[config.mk]
export PLATFORM = sky130hd
export DESIGN_NAME = sector_sync_interp
export DESIGN_NICKNAME = d
export VERILOG_FILES = /design/src/rtl/ssi_pkg.sv /design/src/rtl/ssi_judge.sv /design/src/rtl/ssi_counter.sv /design/src/rtl/ssi_status.sv /design/src/rtl/sector_sync_interp.sv
export SDC_FILE = /design/constraint.sdc
export NUM_CORES = 1
export LEC_CHECK = 0
export BUFFER_PORTS_ARGS = -buffer_cell sky130_fd_sc_hd__clkbuf_2
export CAP_MARGIN = 20
export CORE_MARGIN = 4
export CORE_UTILIZATION = 54
export DETAILED_ROUTE_END_ITERATION = 12
export PLACE_DENSITY = 0.79
export SETUP_SLACK_MARGIN = 0.05
export SLEW_MARGIN = 20
export SYNTH_ARGS = -nofsm -noshare
export SYNTH_HDL_FRONTEND = slang
export SYNTH_SLANG_ARGS = --single-unit
[constraint.sdc]
create_clock -name clk -period 2.8 [get_ports clk]
set_clock_uncertainty 0.2 [all_clocks]
set_input_delay 0.56 -clock clk [delete_from_list [all_inputs] [get_ports clk]]
set_output_delay 0.56 -clock clk [all_outputs]
set_load 0.05 [all_outputs]
[src/rtl/ssi_pkg.sv]
package ssi_pkg;

    localparam int DEF_SECT_LEN = 1176;

    typedef enum logic [2:0] {
        EV_NONE,
        EV_ONTIME,
        EV_INSERT,
        EV_EXTEND,
        EV_RETIME,
        EV_SHORT
    } sync_ev_e;

    // bit order is the visible layout of the status byte
    typedef struct packed {
        logic crc_ok;
        logic il_sync;
        logic no_sync;
        logic long_blk;
        logic rsvd;
        logic short_blk;
        logic erasure;
        logic uncorr;
    } blk_stat_t;

    function automatic blk_stat_t ev_flags(sync_ev_e ev);
        blk_stat_t f;
        f = '0;
        case (ev)
            EV_INSERT: f.no_sync   = 1'b1;
            EV_EXTEND: f.long_blk  = 1'b1;
            EV_RETIME: f.il_sync   = 1'b1;
            EV_SHORT:  f.short_blk = 1'b1;
            default:   f = '0;
        endcase
        return f;
    endfunction

    function automatic logic ev_accepts(sync_ev_e ev);
        return (ev == EV_ONTIME) || (ev == EV_INSERT) || (ev == EV_RETIME);
    endfunction

endpackage

[src/rtl/ssi_judge.sv]
module ssi_judge
    import ssi_pkg::*;
#(
    parameter int CNT_W    = 12,
    parameter int SYNC_POS = 1175
) (
    input  logic             word_stb,
    input  logic             sync_det,
    input  logic [CNT_W-1:0] cnt,
    input  logic             interp_en,
    input  logic             retime_en,
    output sync_ev_e         ev,
    output logic             accept
);
    localparam logic [CNT_W-1:0] POS = CNT_W'(SYNC_POS);

    always_comb begin
        ev = EV_NONE;
        if (word_stb) begin
            if (sync_det) begin
                if (cnt == POS)
                    ev = EV_ONTIME;
                else if (retime_en || (cnt > POS))
                    ev = EV_RETIME;
                else
                    ev = EV_SHORT;
            end else if (cnt == POS) begin
                ev = interp_en ? EV_INSERT : EV_EXTEND;
            end
        end
    end

    assign accept = ev_accepts(ev);

endmodule

[src/rtl/ssi_counter.sv]
module ssi_counter #(
    parameter int CNT_W = 12
) (
    input  logic             clk,
    input  logic             rst,
    input  logic             word_stb,
    input  logic             accept,
    output logic [CNT_W-1:0] cnt,
    output logic             blk_start
);
    localparam logic [CNT_W-1:0] CNT_MAX = '1;

    always_ff @(posedge clk) begin
        if (rst) begin
            cnt       <= '0;
            blk_start <= 1'b0;
        end else begin
            blk_start <= accept;
            if (accept)
                cnt <= '0;
            else if (word_stb && (cnt != CNT_MAX))
                cnt <= cnt + 1'b1;
        end
    end

endmodule

[src/rtl/ssi_status.sv]
module ssi_status
    import ssi_pkg::*;
(
    input  logic      clk,
    input  logic      rst,
    input  sync_ev_e  ev,
    input  logic      accept,
    input  logic      word_stb,
    input  logic      erase,
    input  logic      uncorr,
    input  logic      crc_stb,
    input  logic      crc_pass,
    output blk_stat_t stat
);
    blk_stat_t live_q;
    blk_stat_t live_nx;

    always_comb begin
        live_nx = live_q | ev_flags(ev);
        if (word_stb && erase) live_nx.erasure = 1'b1;
        if (uncorr)            live_nx.uncorr  = 1'b1;
        if (crc_stb)           live_nx.crc_ok  = crc_pass;
        live_nx.rsvd = 1'b0;
    end

    always_ff @(posedge clk) begin
        if (rst) begin
            live_q <= '0;
            stat   <= '0;
        end else if (accept) begin
            stat   <= live_nx;
            live_q <= '0;
        end else begin
            live_q <= live_nx;
        end
    end


    stat_hold_chk: assert property (@(posedge clk) disable iff (rst)
        !accept |=> $stable(stat));

endmodule

[src/rtl/sector_sync_interp.sv]
module sector_sync_interp
    import ssi_pkg::*;
#(
    parameter int SECT_LEN = DEF_SECT_LEN
) (
    input  logic       clk,
    input  logic       rst,
    input  logic       word_stb_i,
    input  logic       sync_det_i,
    input  logic       erase_i,
    input  logic       uncorr_i,
    input  logic       crc_stb_i,
    input  logic       crc_pass_i,
    input  logic       interp_en_i,
    input  logic       retime_en_i,
    output logic       blk_start_o,
    output logic       halt_ecc_o,
    output logic [7:0] stat_o
);
    localparam int CNT_W    = $clog2(SECT_LEN) + 1;
    localparam int SYNC_POS = SECT_LEN - 1;
    localparam logic [CNT_W-1:0] POS = CNT_W'(SYNC_POS);

    logic [CNT_W-1:0] cnt;
    sync_ev_e         ev;
    logic             accept;
    blk_stat_t        stat;

    ssi_judge #(.CNT_W(CNT_W), .SYNC_POS(SYNC_POS)) u_judge (
        .word_stb (word_stb_i),
        .sync_det (sync_det_i),
        .cnt      (cnt),
        .interp_en(interp_en_i),
        .retime_en(retime_en_i),
        .ev       (ev),
        .accept   (accept)
    );

    ssi_counter #(.CNT_W(CNT_W)) u_cnt (
        .clk      (clk),
        .rst      (rst),
        .word_stb (word_stb_i),
        .accept   (accept),
        .cnt      (cnt),
        .blk_start(blk_start_o)
    );

    ssi_status u_stat (
        .clk     (clk),
        .rst     (rst),
        .ev      (ev),
        .accept  (accept),
        .word_stb(word_stb_i),
        .erase   (erase_i),
        .uncorr  (uncorr_i),
        .crc_stb (crc_stb_i),
        .crc_pass(crc_pass_i),
        .stat    (stat)
    );

    assign stat_o     = stat;
    assign halt_ecc_o = stat.il_sync;


    ontime_close_chk: assert property (@(posedge clk) disable iff (rst)
        (word_stb_i && sync_det_i && cnt == POS) |=> (blk_start_o && !stat_o[6]));


    insert_close_chk: assert property (@(posedge clk) disable iff (rst)
        (word_stb_i && !sync_det_i && interp_en_i && cnt == POS) |=> (blk_start_o && stat_o[5]));


    retime_halt_chk: assert property (@(posedge clk) disable iff (rst)
        (word_stb_i && sync_det_i && retime_en_i && cnt != POS) |=> (blk_start_o && halt_ecc_o));


    short_keep_chk: assert property (@(posedge clk) disable iff (rst)
        (word_stb_i && sync_det_i && !retime_en_i && cnt < POS) |=> !blk_start_o);

endmodule

# Word level (Yosys, flattened, before mapping)
# Index checks and enable logic that the tools add are counted.
# classes
div_mod_pow	0
n_mul	0
n_reduce_logical	6
n_addsub	1
n_bitwise	1
shift	0
n_lt_le_gt_ge	1
muxes	13
eq_ne	7
# ops
operator	n
12-bit by 1-bit adder with 12-bit output, second input constant	1
12-bit by 11-bit equality test with 1-bit output, second input constant	1
12-bit by 11-bit greater-than comparator with 1-bit output, second input constant	1
3-bit 2-to-1 mux	4
12-bit inequality test, second input constant	1
1-bit 2-to-1 mux	9
8-bit by 7-bit bitwise OR with 8-bit output	1
3-bit by 2-bit equality test with 1-bit output, second input constant	2
3-bit equality test, second input constant	2
3-bit by 1-bit equality test with 1-bit output, second input constant	1
1-bit logical OR	3
1-bit logical AND	2
2-bit OR reduction	1
# word_totals
rom_bits	0
latchBits	0
wordCells	46
mem_count	0
mem_bits_rw	0
reg_bits	28

# Logic depth before layout (Yosys ltp)
# logic_depth
word_depth	10
ltp_mapped	6
mapped_depth_nobuf	5

# Hierarchy
# Synthesis repeated with hierarchy kept, for this count alone.
# hier_totals
hier_cells	145
hier_area_um2	1282.5
# modules_own_cells
module	area_per_inst_um2	n_inst	cells_each
ssi_counter	656.9	1	74
ssi_status	488.0	1	51
ssi_judge	130.1	1	19
sector_sync_interp	7.5	1	1

# Worst setup path after synthesis
# Ideal clock, no wire load.
# synth_path
path_type	flip-flop to flip-flop
startpoint	register u_cnt.cnt[6]
endpoint	register u_stat.live_q[7] in the netlist's numbering
slack_ns	0.597
setup_time_ns	0.118
stages_incl_launch_ff	7
n_path_buf	2
arrival_time_ns	1.885
cell_sequence	dfxtp_1 buf_6 or4_4 or4_4 o211ai_2 buf_6 nor2_1
# synth_via
elab_chain_cells	10
# synth_lines
element	line	text
start: declaration	ssi_counter.sv:8	output logic [CNT_W-1:0] cnt,
start signal: assignment	ssi_counter.sv:22	cnt <= cnt + 1'b1;
12-bit by 11-bit greater-than comparator with 1-bit output	ssi_judge.sv:23	else if (retime_en || (cnt > POS))
1-bit logical OR	ssi_judge.sv:23	
1-bit 2-to-1 mux	ssi_judge.sv:23	
3-bit 2-to-1 mux	ssi_judge.sv:21	if (cnt == POS)
3-bit 2-to-1 mux *	ssi_judge.sv:20	if (sync_det) begin
3-bit 2-to-1 mux *	ssi_judge.sv:19	if (word_stb) begin
3-bit by 1-bit equality test with 1-bit output or 3-bit by 2-bit equality test with 1-bit output (tied branches)	ssi_pkg.sv:40	return (ev == EV_ONTIME) || (ev == EV_INSERT) || (ev == EV_RETIME);
1-bit logical OR	ssi_pkg.sv:40	
1-bit logical OR *	ssi_pkg.sv:40	
2-bit OR reduction (no source line) *	--	
end signal: assignment	ssi_status.sv:34	live_q <= live_nx;
end: declaration	ssi_status.sv:15	blk_stat_t live_q;
# Mark *: on every way between the ends. The rest lies on a longest branch, timed or not.
# A chain may end at the register's enable or synchronous reset.

# Worst setup path in the final report
# layout_path
startpoint	register u_cnt.cnt[0]
endpoint	register u_cnt.cnt[9]
# layout_via
elab_chain_cells	10
# layout_lines
element	line
12-bit by 11-bit greater-than comparator with 1-bit output	ssi_judge.sv:23
1-bit logical OR	ssi_judge.sv:23
1-bit 2-to-1 mux	ssi_judge.sv:23
3-bit 2-to-1 mux	ssi_judge.sv:21
3-bit 2-to-1 mux	ssi_judge.sv:20
3-bit 2-to-1 mux	ssi_judge.sv:19
3-bit by 1-bit equality test with 1-bit output or 3-bit by 2-bit equality test with 1-bit output (tied branches)	ssi_pkg.sv:40
1-bit logical OR (2 in series)	ssi_pkg.sv:40
2-bit OR reduction (no source line)	--
# Several ways; a longest one is shown, not always the timed one.

==> out/results.tsv <==
metric	value	unit
antenna_found_initial	0	
totalNegativeSetupSlack	0	ns
number_of_buffers_created_by_cts	3	
min_delay_path_depth	3	
avgRoutedWirePerCell	14.2	µm
count_of_antenna_diodes_in_the_layout	0	
power.density_cell_area	469	nW/µm²
syn-mean-instance-area	8.88	µm²
dieHeight	56.7	µm
detail_route.first_pass.iterations	4	
synthDominantAreaCellType	dfxtp_1	
max_cap_violations	0	
worst_path_max_delay_cell	or4_4	
filler_cell_count	226	
critical_path_peak_fanout	18	
setup_ws	0.464	ns
critical_path.max_stage_delay	0.56	ns
core-area	2230	µm²
grt_first_pass_wirelength	4640	µm
critPathRequiredTime	2.79	ns
final_common_cell	dfxtp_1	
cts_root_buf	clkbuf_4	
nNetsFinal	171	
slew-limit-headroom	49.3	%
stdcell_area	1380	µm²
cp_data_arrival_time	2.33	ns
worst_path_top_cell_family_by_delay	simple AND/OR/NAND/NOR gates	
grt_start_max_net_pins	19	
drtAntennaViolNets	0	
dpl.cell_count	183	
count_of_cell_instances_traversed_by_the_critical_path	5	
finalHoldViolations	0	
grt-ovfl-total	0	
clock_tree.htree_level_count	1	
path_cells	ha_1 > nand4b_1 > or4_4 > o211ai_2 > nor3_1	
post-route-drc-count	0	
sequential_fraction_of_the_synthesis_area	42.3	%
initial_core_util	57.3	%
die_w	56.7	µm
gp_congestion	0.867	
outcome	finished, final reports clean	
worstSetupStartpointType	flop	
grt_pass1_vias	1093	
synth.lib_cells_used.distinct	38	
totalWireLength	2660	µm
synthesis.yosys.warnings	0	
rsz0062_at_grt	no	
seq_area	541	µm²
final_cells	187	
period_minus_slack	2.34	ns
endpoint_kind	flop	
hold_class	primary input to flop	
hold_buffers	0	
slew_viol_final	0	
fin_crit_sh	83.4	%
timing.final.setup_violations	0	
clock_latency	0.33	ns
multi_input_comb_area	663	µm²
timing_worst_setup_path_type	flop to flop	
synthesis.instances	144	
dr_total_vias	1149	
netlist.area_leader.share	42.3	%
holdWs	0.244	ns
io_pins	20	
worst_slew_pin_slew	0.758	ns
synth_area	1280	µm²
static-leakage-power	0.000493	µW
postCtsSetupRepairBufs	0	
io_buffer_count	18	
top_library_cells_by_usage_in_the_layout_fill_and_taps_aside	27 x dfxtp_1, 18 x clkbuf_2, 15 x nor2_1, 12 x a211oi_1, 9 x a21oi_1	
die_area	3210	µm²
max_freq	428	MHz
worst_setup_hold_path_clk_slew	0.15	ns
synth.top_cells.by_area	dfxtp_1 42%, a211oi_1 7.0%, nor2_1 4.4%, a21oi_1 3.5%, mux2i_1 3.1%	
area_growth	8.12	%
vdd_ir_drop_max	0.396	mV
r2r_cells	5	
clock_sinks	27	
cp_num_buf_inv	0	
yosys_register_bits	27	
clock_tree.buffer_depth	2	
tritoncts	done	
detail_route.iter0.violations	29	
pre_cts_slack	0.479	ns
cts-resized-gates	0	
syn-num-nets	155	
dp.final_hpwl	2010	µm
postPlaceCellArea	1360	µm²
vias_per_cell	6.14	
placement_rows	17	
drive_above_1_share	17.0	%
groute.usage.overall	17.8	%
-- tightest hold or removal path: stages --
cell	delay, ns
clkbuf_2	0.08
nor2_1	0.04
nor2_1	0.07
-- flip-flops by register name, summed over array words and instances (netlist names) --
register,flops
u_stat.stat,7
u_cnt.cnt,12
u_cnt.blk_start,1
u_stat.live_q,7
-- synthesized netlist by cell type --
master      n
or3_1       4
a21oi_1     9
o21a_1      2
nor4_1      2
nand3b_1    1
and2_1      2
nand3_1     4
a21boi_0    1
inv_1       7
nor4_4      1
mux2i_1     4
or3_2       1
o2111ai_1   2
xor2_1      1
or4_4       2
a41oi_1     2
clkbuf_1    2
nand4_1     3
buf_4       2
nand2_1     5
nor3_1      7
and3_1      2
o21ai_0     8
o211a_1     2
nor2_1     15
a311oi_1    1
dfxtp_1    27
o211ai_2    1
ha_1        1
buf_6       2
o31ai_1     2
buf_1       1
a211oi_1   12
and4_1      1
o211ai_1    2
nand4b_1    1
conb_1      1
nand2b_1    1
-- layer usage --
layer	routed length [µm]	global-route usage (%)	part of all wire (%)	vias up
li1	-	-	-	573
met1	1210	22.3	46	553
met2	1310	30.4	49	19
met3	94	2.30	3.5	4
met4	41	7.12	1.5	0
met5	0	0	0	-
-- where the power goes --
group,internal (µW),total (µW),switching (µW)
clock,53.6,171,117
combinational,22.1,76.2,54.1
sequential,395,402,7.02
-- stage by stage --
| stage | util (%) | total power [µW] |
|---|---|---|
| after floorplan | - | 470 |
| after global placement | 60.7 | 484 |
| after detailed placement | 60.7 | 487 |
| after CTS | 61.9 | 658 |
| after global routing | 61.9 | 677 |
| final | 61.9 | 649 |
-- final timing paths --
check | from | endpoint | slack [ns]
worst max-delay path | u_cnt.cnt[0] | u_cnt.cnt[9] | 0.46
worst min-delay path | uncorr_i | u_stat.live_q[0] | 0.24
worst max register to register | u_cnt.cnt[0] | u_cnt.cnt[9] | 0.46
worst min register to register | u_stat.live_q[6] | u_stat.live_q[6] | 0.26
-- final cells by class --
type	count	area share, %
tap	28	2.53
multi-input combinational	103	48.0
clock inverter	1	0.362
inverter	7	1.90
timing repair buffer	18	6.52
clock buffer	3	1.63
sequential	27	39.1
-- cell families after synthesis --
family	count (synthesis)	share of synthesized area, %
AO/OA/AOI/OAI	44	23.8
XOR/XNOR	1	0.685
adder cells (fa/ha/maj)	1	0.978
buffers and inverters	14	5.87
flip-flops	27	42.3
multiplexers	4	3.13
other	1	0.293
AND/OR/NAND/NOR	52	23.0
Note: power is estimated with default switching activity, not from simulation.
